===== src/rtl/cwe_pkg.sv =====
package cwe_pkg;
  localparam int unsigned CW_BITS  = 64;
  localparam int unsigned HS_POS   = 61;
  localparam int unsigned RATE_MSB = 55;
  localparam int unsigned RATE_LSB = 53;
  localparam int unsigned SRC_MSB  = 52;
  localparam int unsigned SRC_LSB  = 51;
  localparam int unsigned MST_POS  = 50;

  typedef enum logic [1:0] {
    CLK_OSC = 2'b00,
    CLK_SER = 2'b01,
    CLK_EXT = 2'b10,
    CLK_RSV = 2'b11
  } clk_src_e;
endpackage


===== src/rtl/cwe_rst_sync.sv =====
module cwe_rst_sync #(
  parameter int unsigned STAGES = 2
) (
  input  logic clk,
  input  logic arst_n,
  output logic rst_n_o
);
  logic [STAGES-1:0] sync_q;

  always_ff @(posedge clk or negedge arst_n) begin
    if (!arst_n) sync_q <= '0;
    else         sync_q <= {sync_q[STAGES-2:0], 1'b1};
  end

  assign rst_n_o = sync_q[STAGES-1];
endmodule


===== src/rtl/cwe_framer.sv =====
module cwe_framer #(
  parameter int unsigned WORD_W = 64
) (
  input  logic              clk,
  input  logic              rst_n,
  input  logic              clr,
  input  logic              bit_en,
  input  logic              tsin,
  input  logic              sdi,
  input  logic [WORD_W-1:0] tx_word,
  output logic              start,
  output logic              rx_valid,
  output logic [WORD_W-1:0] rx_word,
  output logic              tail,
  output logic              sdo
);
  localparam int unsigned CW = $clog2(WORD_W + 1);
  localparam logic [CW-1:0] IDLE = CW'(WORD_W);
  localparam logic [CW-1:0] LAST = CW'(WORD_W - 1);
  localparam logic [CW-1:0] ONE  = CW'(1);

  logic [CW-1:0]     cnt_q, cnt_d;
  logic [WORD_W-1:0] rx_q, rx_d;
  logic [WORD_W-1:0] tx_q, tx_d;
  logic              run;

  always_comb begin
    start    = bit_en & tsin & ~clr;
    run      = bit_en & ~tsin & ~clr & (cnt_q != IDLE);
    rx_valid = run & (cnt_q == LAST);
    tail     = bit_en & ~clr & (cnt_q == IDLE);
    rx_word  = {rx_q[WORD_W-2:0], sdi};
    cnt_d    = cnt_q;
    rx_d     = rx_q;
    tx_d     = tx_q;
    if (clr) begin
      cnt_d = IDLE;
    end else if (start) begin
      cnt_d = ONE;
      rx_d  = {rx_q[WORD_W-2:0], sdi};
      tx_d  = tx_word;
    end else if (run) begin
      cnt_d = cnt_q + ONE;
      rx_d  = {rx_q[WORD_W-2:0], sdi};
      tx_d  = {tx_q[WORD_W-2:0], 1'b0};
    end
  end

  always_ff @(posedge clk or negedge rst_n) begin
    if (!rst_n) begin
      cnt_q <= IDLE;
      rx_q  <= '0;
      tx_q  <= '0;
    end else begin
      cnt_q <= cnt_d;
      rx_q  <= rx_d;
      tx_q  <= tx_d;
    end
  end

  assign sdo = tx_q[WORD_W-1];


  first_bit_chk: assert property (@(posedge clk) disable iff (!rst_n)
    start |=> (sdo == $past(tx_word[WORD_W-1])));
endmodule


===== src/rtl/cwe_hs.sv =====
module cwe_hs
  import cwe_pkg::*;
#(
  parameter int unsigned WORD_W     = 64,
  parameter int unsigned STABLE_CYC = 49152
) (
  input  logic              clk,
  input  logic              rst_n,
  input  logic              clr,
  input  logic              ctl_exit,
  input  logic              start,
  input  logic              rx_valid,
  input  logic [WORD_W-1:0] rx_word,
  input  logic              tail,
  output logic [WORD_W-1:0] tx_word,
  output logic              master,
  output logic              tri_off
);
  localparam int unsigned TW = $clog2(STABLE_CYC + 1);
  localparam logic [TW-1:0] TMAX = TW'(STABLE_CYC);
  localparam logic [TW-1:0] TONE = TW'(1);

  logic [WORD_W-1:0] cfg_q, cfg_d;
  logic [TW-1:0]     tmr_q, tmr_d;
  logic cand_q, cand_d, cons_q, cons_d, armed_q, armed_d;
  logic final_q, final_d, done_q, done_d, echo_q, echo_d;
  logic fld_chg, accept, stable, fast, echo_nx;

  always_comb begin
    fld_chg = (rx_word[RATE_MSB:RATE_LSB] != cfg_q[RATE_MSB:RATE_LSB]) ||
              (rx_word[SRC_MSB:SRC_LSB]   != cfg_q[SRC_MSB:SRC_LSB]);
    accept  = rx_valid & ~armed_q;
    stable  = (tmr_q == TMAX);
    fast    = (cfg_q[SRC_MSB:SRC_LSB] == CLK_OSC) && cons_q;
    echo_nx = (start && !final_q && (fast || stable)) ? cand_q : echo_q;
    tx_word = cfg_q;
    tx_word[HS_POS] = echo_nx;
  end

  always_comb begin
    cfg_d   = cfg_q;
    cand_d  = cand_q;
    cons_d  = cons_q;
    armed_d = armed_q;
    final_d = final_q;
    done_d  = done_q;
    echo_d  = echo_q;
    tmr_d   = stable ? tmr_q : tmr_q + TONE;
    if (clr) begin
      cfg_d   = '0;
      cand_d  = 1'b0;
      cons_d  = 1'b0;
      armed_d = 1'b0;
      final_d = 1'b0;
      done_d  = 1'b0;
      echo_d  = 1'b0;
      tmr_d   = '0;
    end else if (ctl_exit) begin
      cand_d  = 1'b0;
      armed_d = 1'b0;
      final_d = 1'b0;
      done_d  = 1'b0;
      echo_d  = 1'b0;
    end else begin
      echo_d = echo_nx;
      if (accept) begin
        cfg_d   = rx_word;
        cand_d  = rx_word[HS_POS];
        cons_d  = ~fld_chg;
        armed_d = rx_word[HS_POS];
        if (fld_chg) tmr_d = '0;
      end
      if (start && echo_nx && !final_q) final_d = 1'b1;
      if (final_q && tail) done_d = 1'b1;
    end
  end

  always_ff @(posedge clk or negedge rst_n) begin
    if (!rst_n) begin
      cfg_q   <= '0;
      tmr_q   <= '0;
      cand_q  <= 1'b0;
      cons_q  <= 1'b0;
      armed_q <= 1'b0;
      final_q <= 1'b0;
      done_q  <= 1'b0;
      echo_q  <= 1'b0;
    end else begin
      cfg_q   <= cfg_d;
      tmr_q   <= tmr_d;
      cand_q  <= cand_d;
      cons_q  <= cons_d;
      armed_q <= armed_d;
      final_q <= final_d;
      done_q  <= done_d;
      echo_q  <= echo_d;
    end
  end

  assign master  = cfg_q[MST_POS];
  assign tri_off = done_q;


  ignore_locked_chk: assert property (@(posedge clk) disable iff (!rst_n)
    (armed_q && rx_valid && !clr && !ctl_exit) |=> $stable(cfg_q));


  tristate_hold_chk: assert property (@(posedge clk) disable iff (!rst_n)
    (done_q && !clr && !ctl_exit) |=> done_q);


  echo_at_frame_chk: assert property (@(posedge clk) disable iff (!rst_n)
    (!start && !clr && !ctl_exit) |=> $stable(echo_q));


  echo_gate_chk: assert property (@(posedge clk) disable iff (!rst_n)
    $rose(echo_q) |-> $past(fast || stable));
endmodule


===== src/rtl/cwe_dmode.sv =====
module cwe_dmode #(
  parameter int unsigned FRAME_SCLKS = 64
) (
  input  logic clk,
  input  logic rst_n,
  input  logic dm_en,
  input  logic master,
  input  logic bit_en,
  input  logic tsin,
  output logic sclk_o,
  output logic fsync_o,
  output logic slot_o
);
  localparam int unsigned FW = $clog2(FRAME_SCLKS + 1);
  localparam logic [FW-1:0] FLAST = FW'(FRAME_SCLKS);
  localparam logic [FW-1:0] FONE  = FW'(1);

  logic          dm_q, dm_d, sclk_q, sclk_d, fsync_q, fsync_d;
  logic          tsin_q, tsin_d, slot_q, slot_d;
  logic [FW-1:0] cnt_q, cnt_d;

  always_comb begin
    dm_d    = dm_q;
    sclk_d  = sclk_q;
    fsync_d = fsync_q;
    cnt_d   = cnt_q;
    tsin_d  = tsin_q;
    slot_d  = 1'b0;
    if (!dm_en) begin
      dm_d    = 1'b0;
      sclk_d  = 1'b0;
      fsync_d = 1'b0;
      cnt_d   = '0;
      tsin_d  = 1'b0;
    end else begin
      dm_d = 1'b1;
      if (master) begin
        if (!dm_q) begin
          sclk_d  = 1'b0;
          fsync_d = 1'b0;
          cnt_d   = '0;
        end else begin
          sclk_d = ~sclk_q;
          if (!sclk_q) begin
            fsync_d = (cnt_q == FONE);
            cnt_d   = (cnt_q == FLAST) ? FONE : cnt_q + FONE;
          end
        end
      end else begin
        slot_d = bit_en & tsin & ~tsin_q;
        if (bit_en) tsin_d = tsin;
      end
    end
  end

  always_ff @(posedge clk or negedge rst_n) begin
    if (!rst_n) begin
      dm_q    <= 1'b0;
      sclk_q  <= 1'b0;
      fsync_q <= 1'b0;
      cnt_q   <= '0;
      tsin_q  <= 1'b0;
      slot_q  <= 1'b0;
    end else begin
      dm_q    <= dm_d;
      sclk_q  <= sclk_d;
      fsync_q <= fsync_d;
      cnt_q   <= cnt_d;
      tsin_q  <= tsin_d;
      slot_q  <= slot_d;
    end
  end

  assign sclk_o  = sclk_q;
  assign fsync_o = fsync_q;
  assign slot_o  = slot_q;


  fsync_edge_chk: assert property (@(posedge clk) disable iff (!rst_n)
    $rose(fsync_q) |-> (sclk_q && !$past(sclk_q)));


  fsync_master_chk: assert property (@(posedge clk) disable iff (!rst_n)
    fsync_q |-> (master && dm_q));


  slot_slave_chk: assert property (@(posedge clk) disable iff (!rst_n)
    slot_q |-> !master);
endmodule


===== src/rtl/cw_echo_responder.sv =====
module cw_echo_responder #(
  parameter int unsigned WORD_W      = cwe_pkg::CW_BITS,
  parameter int unsigned STABLE_CYC  = 49152,
  parameter int unsigned FRAME_SCLKS = 64,
  parameter int unsigned RST_STAGES  = 2
) (
  input  logic clk,
  input  logic rst_n,
  input  logic pdn,
  input  logic dc,
  input  logic sclk_rise,
  input  logic tsin,
  input  logic sdi,
  output logic sdo,
  output logic sdo_oe,
  output logic sclk_out,
  output logic fsync_out,
  output logic slot_start
);
  logic              rst_ni;
  logic              f_start, f_valid, f_tail;
  logic [WORD_W-1:0] f_rx, f_tx;
  logic              hs_master, hs_off;

  cwe_rst_sync #(.STAGES(RST_STAGES)) rst_i (
    .clk     (clk),
    .arst_n  (rst_n),
    .rst_n_o (rst_ni)
  );

  cwe_framer #(.WORD_W(WORD_W)) frm_i (
    .clk      (clk),
    .rst_n    (rst_ni),
    .clr      (pdn | dc),
    .bit_en   (sclk_rise),
    .tsin     (tsin),
    .sdi      (sdi),
    .tx_word  (f_tx),
    .start    (f_start),
    .rx_valid (f_valid),
    .rx_word  (f_rx),
    .tail     (f_tail),
    .sdo      (sdo)
  );

  cwe_hs #(.WORD_W(WORD_W), .STABLE_CYC(STABLE_CYC)) hs_i (
    .clk      (clk),
    .rst_n    (rst_ni),
    .clr      (pdn),
    .ctl_exit (dc),
    .start    (f_start),
    .rx_valid (f_valid),
    .rx_word  (f_rx),
    .tail     (f_tail),
    .tx_word  (f_tx),
    .master   (hs_master),
    .tri_off  (hs_off)
  );

  cwe_dmode #(.FRAME_SCLKS(FRAME_SCLKS)) dm_i (
    .clk     (clk),
    .rst_n   (rst_ni),
    .dm_en   (dc & ~pdn),
    .master  (hs_master),
    .bit_en  (sclk_rise),
    .tsin    (tsin),
    .sclk_o  (sclk_out),
    .fsync_o (fsync_out),
    .slot_o  (slot_start)
  );

  assign sdo_oe = rst_ni & ~dc & ~pdn & ~hs_off;
endmodule


===== config.mk =====
export PLATFORM = sky130hd
export DESIGN_NAME = cw_echo_responder
export DESIGN_NICKNAME = d
export VERILOG_FILES = /design/src/rtl/cwe_pkg.sv /design/src/rtl/cwe_rst_sync.sv /design/src/rtl/cwe_framer.sv /design/src/rtl/cwe_hs.sv /design/src/rtl/cwe_dmode.sv /design/src/rtl/cw_echo_responder.sv
export SDC_FILE = /design/constraint.sdc
export NUM_CORES = 1
export LEC_CHECK = 0
export ABC_AREA = 1
export BUFFER_PORTS_ARGS = -buffer_cell sky130_fd_sc_hd__buf_2
export CORE_MARGIN = 10
export CORE_UTILIZATION = 50
export CTS_BUF_LIST = sky130_fd_sc_hd__clkbuf_4 sky130_fd_sc_hd__clkbuf_8
export DETAILED_ROUTE_END_ITERATION = 8
export HOLD_SLACK_MARGIN = 0.02
export PLACE_DENSITY = 0.66
export SLEW_MARGIN = 20
export SYNTH_ARGS = -nofsm -noshare
export SYNTH_HDL_FRONTEND = slang
export SYNTH_SLANG_ARGS = --single-unit

===== constraint.sdc =====
create_clock -name clk -period 7.65 [get_ports clk]
set_input_delay 0.765 -clock clk [delete_from_list [all_inputs] [get_ports clk]]
set_output_delay 0.765 -clock clk [all_outputs]
set_load 0.01 [all_outputs]

==> flow_summary_export.csv <==
group,metric,value,unit
sta,min_period,3.37,ns
drt,drt_iter0_markers,467,
cts,cts_buffers,40,
finish,fill_cells,1651,
synthesis,synth-seq-cells,232,
critical_path,required,8.06,ns
global_route,antenna_found_initial,0,
synthesis,yosys.area_share.simple,0.169,
power_and_ir_drop,p_leak,4.99,nW
synthesis,yosys_warnings,0,
floorplanning,fp.dieH,158,µm
sta,setup_ws,4.28,ns
synthesis,synthArstFlopShare,1.00,
synthesis,synth-compound-area-share,0.124,
synthesis,yosys-top-cells-count,"dfrtp_1, nand2_1, nor2_1",
power_and_ir_drop,max-vdd-ir-drop,159,µV
floorplanning,start_util,0.508,
placement,dp_slack,3.90,ns
placement,io_buffers,11,
floorplanning,die_area,0.0249,mm²
finish,layout.nets,1060,
drt,viasPerCell,5.16,
finish,antenna_cells,0,
synthesis,ys_seq_area_frac,0.611,
power_and_ir_drop,power_density,270,mW/mm²
cts,post_cts_resized,0,
placement,place_congestion,0.758,
synthesis,synth_area_per_cell,9.19,µm²
sta,finalSetupViolations,0,
floorplanning,ios,12,
finish,area_growth,10.5,%
sta,final_max_slew_viol_count,0,
sta,worst-slew-pin-transition,0.970,ns
finish,drive_gt1_frac,0.0967,
critical_path,setup.worst_path.end_class,"flip-flop",
sta,skew,0.0236,ns
sta,fmax,297,MHz
synthesis,synth_top_family_by_area,"simple AND/OR/NAND/NOR gates",
global_route,grt_max_degree,101,
global_route,grt_pass1_vias,6744,
floorplanning,num_rows,50,
critical_path,worstSetupPathType,"reg -> reg",
worst_hold_path,hold_class,"reg -> reg",
sta,period_share,0.440,
cts,post-cts-setup-buffers,0,
critical_path,worstPathArrival,3.77,ns
drt,drtAntennaViolNets,0,
global_route,overflow,0,
cts,clock-root-buffer,"clkbuf_8",
synthesis,synth_edf_count,0,
synthesis,synthTopCellsByArea,"dfrtp_1, nand2_1, nor2_1, o21ai_0, o22ai_1",
synthesis,postSynthCellCount,1033,
drt,vias,6758,
synthesis,synth_area,0.00950,mm²
floorplanning,fp.dieW,158,µm
run_status,status,"complete, no violations",
drt,wl,17900,µm
cts,clock_path_buffers,3,
drt,dr.pass1.iters,4,
floorplanning,core,0.0187,mm²
cts,clock_latency,0.54,ns
drt,avgRoutedWirePerCell,13.6,µm
cts,cts-htree-levels,2,
synthesis,ys.flop_type,"dfrtp_1",
synthesis,yosysTopAreaCellShare,0.609,
critical_path,cp_max_fo,100,
synthesis,synth_fa_ha_area_frac,0.00922,
cts,clk_pin_slew,0.06,ns
critical_path,startpoint_type,"flip-flop",
global_route,grt_pass1_wl,31700,µm
synthesis,yosys.area_share.xor_xnor,0.0166,
global_route,grt_use_total,0.152,
cts,clock_sinks,232,
cts,cts_hold_buf,1,
sta,relSlewSlack,0.353,
sta,hold_viol_final,0,
synthesis,synth.mux.area_fraction,0.00105,
sta,rsz0062_at_grt,"false",
drt,drc_errors,0,
synthesis,ys_types,34,
synthesis,syn-num-nets,1047,
sta,setup-tns-final,0,ns
flow_run,maxCapViolCount,0,
placement,hpwl,9720,µm
synthesis,synth_area_leader_cell,"dfrtp_1",
cts,cts_tree,"done",
synthesis,synth_most_common_cell,"dfrtp_1",
## layer usage
layer / track usage / wire, µm / up-vias
li1: - / - / 3358
met1: 0.205 / 8520 / 3267
met2: 0.239 / 8270 / 102
met3: 0.0331 / 729 / 31
met4: 0.0539 / 337 / 0
met5: 0 / 0 / -
## placed cells by master (no fill, tap or decap), drive strengths merged
cell / synthesis / final
o21a: 1 / 1
dfstp: 1 / 1
a21o: 1 / 1
conb: 1 / 1
o21ai: 140 / 140
nand3b: 1 / 1
xnor2: 9 / 9
o22ai: 63 / 63
nand3: 22 / 22
a31oi: 2 / 2
xor2: 9 / 9
nand2: 196 / 196
dlygate4sd3: 0 / 1
buf: 29 / 18
dfrtp: 231 / 231
nor2: 173 / 173
o211ai: 1 / 1
nand4: 7 / 7
clkinvlp: 0 / 1
ha: 7 / 7
clkbuf: 19 / 66
nor3: 5 / 5
a21oi: 8 / 8
a22oi: 1 / 1
inv: 104 / 105
nor3b: 1 / 1
mux2i: 1 / 1
clkinv: 0 / 3
## cell type report
cell class | count | area (µm²) | share of cell area
tap | 234 | 293 | 0.0279
inverter | 104 | 390 | 0.0372
multi-input combinational | 649 | 3060 | 0.292
clock inverter | 5 | 42.5 | 0.00405
sequential | 232 | 5810 | 0.554
timing repair buffer | 19 | 121 | 0.0116
clock buffer | 66 | 777 | 0.0740
## metrics by stage
| step | cell area [µm²] | instances | utilization | total power, mW | hold slack, ns |
|---|---|---|---|---|---|
| final | 10500 | 1309 | 0.561 | 2.83 | 0.349 |
| after global routing | 10500 | 1309 | 0.561 | 3.00 | 0.364 |
| after CTS | 10500 | 1309 | 0.561 | 2.88 | 0.352 |
| after detailed placement | 9660 | 1237 | 0.517 | 1.73 | 0.339 |
| after global placement | 9660 | 1237 | 0.517 | 1.72 | 0.338 |
| after floorplan | 9500 | 1033 | - | 1.66 | 0.331 |
## final timing paths
| path | end | startpoint | slack [ns] | cells past startpoint |
|---|---|---|---|---|
| setup reg to reg | frm_i.tx_q[45] | frm_i.cnt_q[0] | 4.28 | 9 |
| min in group asynchronous | hs_i.cfg_q[2] | rst_i.sync_q[1] | 0.44 | 0 |
| hold / removal | rst_i.sync_q[1] | rst_i.sync_q[0] | 0.35 | 0 |
| hold reg to reg | rst_i.sync_q[1] | rst_i.sync_q[0] | 0.35 | 0 |
| max in group asynchronous | dm_i.cnt_q[4] | rst_i.sync_q[1] | 5.70 | 1 |
| setup / recovery | frm_i.tx_q[45] | frm_i.cnt_q[0] | 4.28 | 9 |
## critical path: stages (launching register included)
cell,delay [ns]
dfrtp_1,0.43
inv_1,0.08
ha_1,0.14
nand4_1,0.17
nand2_2,0.09
buf_4,0.61
nand2_4,0.71
buf_4,0.62
o22ai_1,0.23
nor2_1,0.07
## kinds of logic after synthesis
kind of cell | Yosys count
compound gates | 217
simple gates | 405
buf+inv | 152
xor+xnor | 18
mux | 1
fa+ha+maj | 7
flops | 232
other cells | 1
## registers in the layout, indices dropped and copies added (netlist names), 2 cells and up
register / flops
hs_i.tmr_q: 16
frm_i.rx_q: 63
frm_i.tx_q: 64
rst_i.sync_q: 2
dm_i.cnt_q: 7
hs_i.cfg_q: 63
frm_i.cnt_q: 7
## where the power goes
part           switching [mW]  internal (mW)  total, mW
logic                   0.143         0.0891      0.232
registers              0.0928           1.38       1.48
clock network           0.483          0.643       1.13
(Power assumes the default switching activity.)
